===== config.mk =====
export PLATFORM = sky130hd
export DESIGN_NAME = irq_prio_ctrl
export DESIGN_NICKNAME = d
export VERILOG_FILES = /design/src/rtl/irq_prio_pkg.sv /design/src/rtl/irq_edge_cap.sv /design/src/rtl/irq_arbiter.sv /design/src/rtl/irq_prio_ctrl.sv
export SDC_FILE = /design/constraint.sdc
export NUM_CORES = 1
export LEC_CHECK = 0
export BUFFER_PORTS_ARGS = -buffer_cell sky130_fd_sc_hd__clkbuf_2
export CAP_MARGIN = 25
export CORE_MARGIN = 2
export CORE_UTILIZATION = 34
export CTS_BUF_LIST = sky130_fd_sc_hd__clkbuf_8
export CTS_CLUSTER_DIAMETER = 50
export DETAILED_ROUTE_END_ITERATION = 7
export MAX_ROUTING_LAYER = met4
export PLACE_DENSITY_LB_ADDON = 0.15
export SYNTH_ARGS = -nofsm -noshare
export SYNTH_HDL_FRONTEND = slang
export SYNTH_HIERARCHICAL = 1
export SYNTH_SLANG_ARGS = --single-unit

===== constraint.sdc =====
create_clock -name clk -period 2 [get_ports clk]
set_input_delay 0.6 -clock clk [delete_from_list [all_inputs] [get_ports clk]]
set_output_delay 0.6 -clock clk [all_outputs]
set_load 0.02 [all_outputs]

===== src/rtl/irq_prio_pkg.sv =====
package irq_prio_pkg;

    localparam int NUM_SRC     = 5;
    localparam int NUM_EDGE    = 2;
    localparam int NUM_MASK    = 3;
    localparam int WR_W        = 5;

    // source index doubles as priority rank (0 = highest)
    localparam int S_NMI    = 0;
    localparam int S_EDGE   = 1;
    localparam int S_LVL_HI = 2;
    localparam int S_LVL_LO = 3;
    localparam int S_GEN    = 4;

    // mask-write byte fields
    localparam int WB_LOAD_EN  = 3;
    localparam int WB_EDGE_CLR = 4;

    // mask bit positions
    localparam int MB_LVL_LO = 0;
    localparam int MB_LVL_HI = 1;
    localparam int MB_EDGE   = 2;

    typedef struct packed {
        logic [NUM_MASK-1:0] mask;
        logic                ie;
    } ctl_t;

    typedef struct packed {
        logic prev;
        logic pend;
    } cap_t;

endpackage


===== src/rtl/irq_edge_cap.sv =====
module irq_edge_cap
    import irq_prio_pkg::*;
(
    input  logic clk,
    input  logic rst_n,
    input  logic req_in,
    input  logic clr,
    output logic pend
);

    cap_t cap_d, cap_q;

    always_comb begin
        cap_d      = cap_q;
        cap_d.prev = req_in;
        // a fresh edge in the clearing cycle is kept
        cap_d.pend = (cap_q.pend & ~clr) | (req_in & ~cap_q.prev);
    end

    always_ff @(posedge clk or negedge rst_n) begin
        if (!rst_n) begin
            cap_q <= '0;
        end else begin
            cap_q <= cap_d;
        end
    end

    assign pend = cap_q.pend;

endmodule


===== src/rtl/irq_arbiter.sv =====
module irq_arbiter #(
    parameter int N = 5
) (
    input  logic [N-1:0] elig,
    output logic [N-1:0] grant,
    output logic         any
);

    // lowest index has the highest rank
    always_comb begin
        grant = '0;
        for (int i = N - 1; i >= 0; i--) begin
            if (elig[i]) begin
                grant    = '0;
                grant[i] = 1'b1;
            end
        end
    end

    assign any = |elig;

endmodule


===== src/rtl/irq_prio_ctrl.sv =====
module irq_prio_ctrl
    import irq_prio_pkg::*;
#(
    parameter int               VEC_W      = 16,
    parameter int               SWI_W      = 3,
    parameter int               SWI_SHIFT  = 3,
    parameter logic [VEC_W-1:0] VEC_NMI    = 16'h0024,
    parameter logic [VEC_W-1:0] VEC_EDGE   = 16'h003C,
    parameter logic [VEC_W-1:0] VEC_LVL_HI = 16'h0034,
    parameter logic [VEC_W-1:0] VEC_LVL_LO = 16'h002C,
    parameter logic [VEC_W-1:0] VEC_GEN    = 16'h0000
) (
    input  logic             clk,
    input  logic             rst_n,
    input  logic             irq_nmi,
    input  logic             irq_edge,
    input  logic             irq_lvl_hi,
    input  logic             irq_lvl_lo,
    input  logic             irq_gen,
    input  logic             ie_set,
    input  logic             ie_clr,
    input  logic             mask_wr,
    input  logic [WR_W-1:0]  mask_wdata,
    output logic [7:0]       mask_rdata,
    input  logic             int_ack,
    output logic             int_req,
    output logic [VEC_W-1:0] int_vec,
    output logic             gen_ack,
    input  logic [SWI_W-1:0] swi_num,
    output logic [VEC_W-1:0] swi_vec
);

    localparam int SWI_PAD = VEC_W - SWI_W - SWI_SHIFT;
    localparam logic [VEC_W-1:0] VEC_TAB [NUM_SRC] =
        '{VEC_NMI, VEC_EDGE, VEC_LVL_HI, VEC_LVL_LO, VEC_GEN};

    ctl_t ctl_d, ctl_q;

    logic [NUM_EDGE-1:0] edge_raw;
    logic [NUM_EDGE-1:0] edge_clr;
    logic [NUM_EDGE-1:0] edge_pend;
    logic [NUM_SRC-1:0]  elig;
    logic [NUM_SRC-1:0]  grant;
    logic                any_req;
    logic                accept;
    logic                ie_now;
    logic [NUM_MASK-1:0] mask_now;

    assign edge_raw = {irq_edge, irq_nmi};

    // one capture stage per edge-sensitive source
    for (genvar g = 0; g < NUM_EDGE; g++) begin : g_cap
        irq_edge_cap u_cap (
            .clk    (clk),
            .rst_n  (rst_n),
            .req_in (edge_raw[g]),
            .clr    (edge_clr[g]),
            .pend   (edge_pend[g])
        );
    end

    always_comb begin
        elig[S_NMI]    = edge_pend[0];
        elig[S_EDGE]   = ctl_q.ie & edge_pend[1] & ~ctl_q.mask[MB_EDGE];
        elig[S_LVL_HI] = ctl_q.ie & irq_lvl_hi   & ~ctl_q.mask[MB_LVL_HI];
        elig[S_LVL_LO] = ctl_q.ie & irq_lvl_lo   & ~ctl_q.mask[MB_LVL_LO];
        elig[S_GEN]    = ctl_q.ie & irq_gen;
    end

    irq_arbiter #(.N(NUM_SRC)) u_arb (
        .elig  (elig),
        .grant (grant),
        .any   (any_req)
    );

    assign accept = any_req & int_ack;

    // next-state computation
    always_comb begin
        ctl_d = ctl_q;
        if (mask_wr && mask_wdata[WB_LOAD_EN]) begin
            ctl_d.mask = mask_wdata[NUM_MASK-1:0];
        end
        if (ie_set) begin
            ctl_d.ie = 1'b1;
        end else if (ie_clr) begin
            ctl_d.ie = 1'b0;
        end
        if (accept && !grant[S_NMI]) begin
            ctl_d.ie = 1'b0;
        end
        edge_clr[0] = accept & grant[S_NMI];
        edge_clr[1] = (accept & grant[S_EDGE]) | (mask_wr & mask_wdata[WB_EDGE_CLR]);
    end

    always_ff @(posedge clk or negedge rst_n) begin
        if (!rst_n) begin
            ctl_q.mask <= '1;
            ctl_q.ie   <= 1'b0;
        end else begin
            ctl_q <= ctl_d;
        end
    end

    always_comb begin
        int_vec = '0;
        for (int i = 0; i < NUM_SRC; i++) begin
            if (grant[i]) begin
                int_vec = int_vec | VEC_TAB[i];
            end
        end
    end

    assign int_req    = any_req;
    assign gen_ack    = accept & grant[S_GEN];
    assign mask_rdata = {1'b0, edge_pend[1], irq_lvl_hi, irq_lvl_lo, ctl_q.ie, ctl_q.mask};
    assign swi_vec    = {{SWI_PAD{1'b0}}, swi_num, {SWI_SHIFT{1'b0}}};
    assign ie_now     = ctl_q.ie;
    assign mask_now   = ctl_q.mask;

endmodule


Yosys cells after proc, flatten, opt, wreduce, memory -nomap -nowiden
Index checks and enable logic that the tools add are counted.
W data, S select, Z words.
{"block": "totals", "ff_bits": 8, "in_bits": 19, "output_inout_bits": 42, "wordCells": 49}
{"block": "op_classes", "n_mux": 12, "bitwise": 26, "n_reduce_logical": 5}
{"operator": "$mux W5", "count": 5}
{"operator": "$mux W6", "count": 4}
{"operator": "$and A1 B1 Y1", "count": 16}
{"operator": "$not A1 Y1", "count": 7}
{"operator": "$reduce_or A5 Y1", "count": 1}
{"operator": "$mux W1", "count": 3}
{"operator": "$or A1 B1 Y1", "count": 3}
{"operator": "$reduce_bool A3 Y1", "count": 1}
{"operator": "$logic_and A1 B1 Y1", "count": 2}
{"operator": "$logic_not A1 Y1", "count": 1}

Depth between registers and ports, before layout
{"block": "logic_depth", "ltp_word": 11, "mapped_depth": 6, "mapped_depth_nobuf": 6}

Cells and area by module
The synthesis kept the hierarchy.
{"mod": "irq_prio_ctrl", "instances": 1, "cells_each": 59, "area_each_um2": 489.2, "seq_area_each_um2": 103.8}
{"mod": "irq_edge_cap", "instances": 2, "cells_each": 5, "area_each_um2": 70.1, "seq_area_each_um2": 50.0}
{"mod": "irq_arbiter", "instances": 1, "cells_each": 7, "area_each_um2": 57.6, "seq_area_each_um2": 0.0}

Least setup slack after synthesis
OpenSTA, ideal clock, no wires.
{"block": "synth_path", "kind": "register to output", "startpoint": "register ctl_q (netlist bit mask_now[2])", "endpoint": "output int_vec[5]", "arrival_ns": 1.831, "t_required_ns": 1.400, "setup_slack_ns": -0.431, "stages_incl_launch_ff": 6, "path_buffers": 1, "path_cell_list": "dfstp_2 > nor2_1 > and2b_2 > or2_1 > or3_1 > buf_4"}
{"block": "synth_via", "elab_cells_between_ends": 8, "cone_classes": "mux (6); bitwise (2)"}
{"element": "start: declaration", "line_no": "irq_prio_ctrl.sv:37", "source": "ctl_t ctl_d, ctl_q;"}
{"element": "start signal: assignment", "line_no": "irq_prio_ctrl.sv:101", "source": "ctl_q <= ctl_d;"}
{"element": "$not A1 Y1", "line_no": "irq_prio_ctrl.sv:64", "source": "elig[S_EDGE] = ctl_q.ie & edge_pend[1] & ~ctl_q.mask[MB_EDGE];"}
{"element": "$and A1 B1 Y1", "line_no": "irq_prio_ctrl.sv:64"}
{"element": "named net elig[1]", "line_no": "irq_prio_ctrl.sv:42", "source": "logic [NUM_SRC-1:0] elig;"}
{"element": "$mux W5 (2 in series)", "line_no": "irq_arbiter.sv:13", "source": "if (elig[i]) begin"}
{"element": "named net grant[1]", "line_no": "irq_prio_ctrl.sv:43", "source": "logic [NUM_SRC-1:0] grant;"}
{"element": "$mux W6 (3 in series)", "line_no": "irq_prio_ctrl.sv:108", "source": "if (grant[i]) begin"}
{"element": "end: declaration", "line_no": "irq_prio_ctrl.sv:27", "source": "output logic [VEC_W-1:0] int_vec,"}
The timed path passes the listed nets, and every way through them passes these cells.

Worst setup path in the final report
Ends and elaborated chain as after synthesis.

==> results by group <==
Detailed routing
  – Residual DRC: 0
  – Total number of vias: 513
  – DRT Pass-1 Iters: 2
  – DR iter-0 viols: 2
  – Routed length per instance: 8.24 um
  – Wirelength, routed: 1150 um
  – Routed Antenna Nets: 0
  – Post-DR vias/cell: 3.69

Global route
  – Global-route wire length before repair: 1840 um
  – Initial antenna violation count: 0
  – Vias in the first global route: 457
  – Pin count of the biggest net entering global routing: 9
  – Total global-route track usage: 0.100
  – Remaining global-route overflow: 0

Worst setup path
  – CP arrival: 1.71 ns
  – Setup crit start kind: flip-flop
  – Crit path max-delay cell type: dfstp_2
  – R2R cell count: 7
  – Crit. End Element: output port
  – Worst reg-to-reg setup slack: 0.28 ns
  – FF-to-FF End: g_cap[1].u_cap/pend$_DFF_PN0_
  – WP buf/inv: 1
  – CP required: 1.40 ns
  – Top delay family on crit path: simple AND/OR/NAND/NOR gates
  – CP max stage delay: 0.54 ns
  – Crit Path Category: flip-flop to output port
  – Cell Chain, Critical Path: nor2_4, and2b_2, or2_4, or3_4, clkbuf_8
  – Reg2reg start: mask_now[2]$_DFFE_PN1P_
  – Max FO, Critical Path: 3

STA
  – Final setup viols: 6
  – Fmax: 432 MHz
  – Final Skew: 0.00464 ns
  – WHS: 0.207 ns
  – Max-slew violations: 0
  – Unrepaired setup endpoints after global routing: yes
  – Crit path time final: 2.31 ns
  – Final Hold Fails: 0
  – Slack of the critical path: -0.314 ns
  – Tcrit/Tclk final: 1.16

Cells and area
  – Area growth syn-to-layout: 35.3%
  – Layout cells sized above 1: 0.536
  – Post-Layout Cell Count: 139
  – ANT cells: 0
  – Fin area: 930 um2
  – FILL cells: 205
  – Final #Nets: 132
  – Multi-input gate area: 354 um2
  – Register area: 204 um2

Synth
  – Syn Area/Cell: 9.04 um2
  – Sequential share of the synthesized area: 0.297
  – Synth Instances: 76
  – Post-synth top area cell: buf_4
  – Count of cell types in the netlist: 21
  – Yosys top cell area share: 0.383
  – Post-synthesis instance area: 687 um2
  – Number of synthesis warnings: 6
  – Seq cells post-synth: 8
  – Top post-synthesis cells by area: buf_4, dfrtp_1, dfstp_2

Power
  – Leakage: 0.000512 uW
  – Total Power: 780 uW
  – P per Cell Area: 839 nW/um2
  – Max IR drop VDD: 0.000458 V

CTS
  – CTS Root Cell: clkbuf_8
  – Clock Sinks: 8
  – Cts bufs inserted: 3
  – Clock transition at path regs: 0.04 ns
  – Clock Latency Late Sink: 0.23 ns
  – Cts-stage hold buffer count: 0
  – CTS tree: yes
  – Clock buffer depth: 2
  – H-tree depth: 1

Floorplanning
  – Starting Density: 0.354
  – Die ar.: 2400 um2
  – Core Footprint: 1940 um2
  – Die Y: 48.9 um
  – IO Count: 61
  – Rows: 16
  – Die Wd: 48.9 um

Placement
  – Placed cells: 133
  – Buffers added on ports: 28
  – Post-DP Area: 831 um2
  – GPL Wtd Cong: 0.687
  – Place WS: -0.377 ns
  – Dpl hpwl: 1020 um

Flow run
  – Max_cap viols: 0

Outcome
  – Status: finished, violations left
  – Failing checks: negative setup slack

Min path
  – Worst min-delay path class: input pin to asynchronous set/reset pin
-- area by class of cell --
cell class	instances	share of cell area
Multi-Input combinational cell	54	0.381
Sequential cell	8	0.219
Clock inverter	1	0.00404
Timing Repair Buffer	42	0.299
Clock buffer	3	0.0444
Tap cell	27	0.0363
Inverter	4	0.0162
-- worst register-to-register path: cells and delay by family, from the launching register on --
family,cells,cell delay (ns)
buf+inv,2,0.28
simple gates,3,0.42
flops,1,0.54
compound gates,2,0.40
-- synthesized netlist by cell type --
master and number:
inv_1 4, nand2_1 5, dfrtp_1 5, nor3b_1 1, nor4b_1 1, and3_1 2, and2_1 2, conb_1 1
nor4_2 1, o22ai_2 2, o22a_1 1, or3_1 1, a32o_1 1, mux2_1 3, or2_1 2, buf_4 35
nor2_1 3, and2b_2 1, nand2b_1 1, dfstp_2 3, nor2b_1 1
-- registers in the layout (all words and copies together) (netlist names) --
signal and flops:
g_cap.u_cap/cap_q 2, ie_now 1, mask_now 3, g_cap.u_cap/pend 2
-- cell families (layout without fill, tap and decap cells) --
family                 Yosys count  after routing  share of synthesized area
buffers and inverters           39             50                      0.404
AO/OA/AOI/OAI                    4              4                     0.0637
other                            1             26                    0.00546
AND/OR/NAND/NOR                 21             21                      0.180
flip-flops                       8              8                      0.297
multiplexers                     3              3                     0.0492
-- cells in the final DEF, fill, tap and decap left out, drive strengths merged --
master and count:
nor4b 1, nor3b 1, dfstp 3, nand2b 1, mux2 3, nor2 3
nor4 1, nor2b 1, nand2 5, clkbuf 31, and3 2, and2b 1
inv 5, o22a 1, or3 1, o22ai 2, conb 26, or2 2
and2 2, buf 14, a32o 1, dfrtp 5
-- power breakdown --
part           internal, uW  total [uW]  switching, uW  leakage, uW
clock                   133         196           63.0    0.0000269
combinational           177         375            198     0.000396
sequential              192         209           16.7    0.0000889
total                   502         780            278     0.000512
-- through the flow --
stage          setup TNS (ns)   util
2_1_floorplan          -0.449      -
3_3_place_gp            -1.45  0.428
3_5_place_dp            -1.47  0.428
4_1_cts                 -1.48  0.479
5_1_grt                 -1.90  0.479
6_report                -1.40  0.479
-- routing by layer --
layer  global-route usage  routed length (um)  part of all wire  up-vias
met3              0.00920                  72             0.063        0
met1                0.110                 431              0.38      235
met2                0.185                 642              0.56       23
met5                    -                   0                 0        -
met4               0.0429                   0                 0        0
li1                     -                   -                 -      255
-- what timing repair did --
action / in CTS / in global routing
setup buffers: 2 / 0
endpoints found under the setup margin: 5 / 6
resized for setup: 9 / 0
pin swaps: 1 / 0
-- worst max path at each step --
stage                             from  depth (start not counted)    endpoint  slack [ns]
3_3_place_gp                irq_lvl_hi                          7  int_vec[5]       -0.37
2_1_floorplan               irq_lvl_hi                          6  int_vec[5]       -0.30
6_report       mask_now[2]$_DFFE_PN1P_                          5  int_vec[5]       -0.31
4_1_cts        mask_now[2]$_DFFE_PN1P_                          5  int_vec[5]       -0.32
5_1_grt             ie_now$_DFFE_PN0P_                          7  int_vec[2]       -0.38
3_5_place_dp                irq_lvl_hi                          7  int_vec[5]       -0.38
Power figures use the tool's default switching activity.
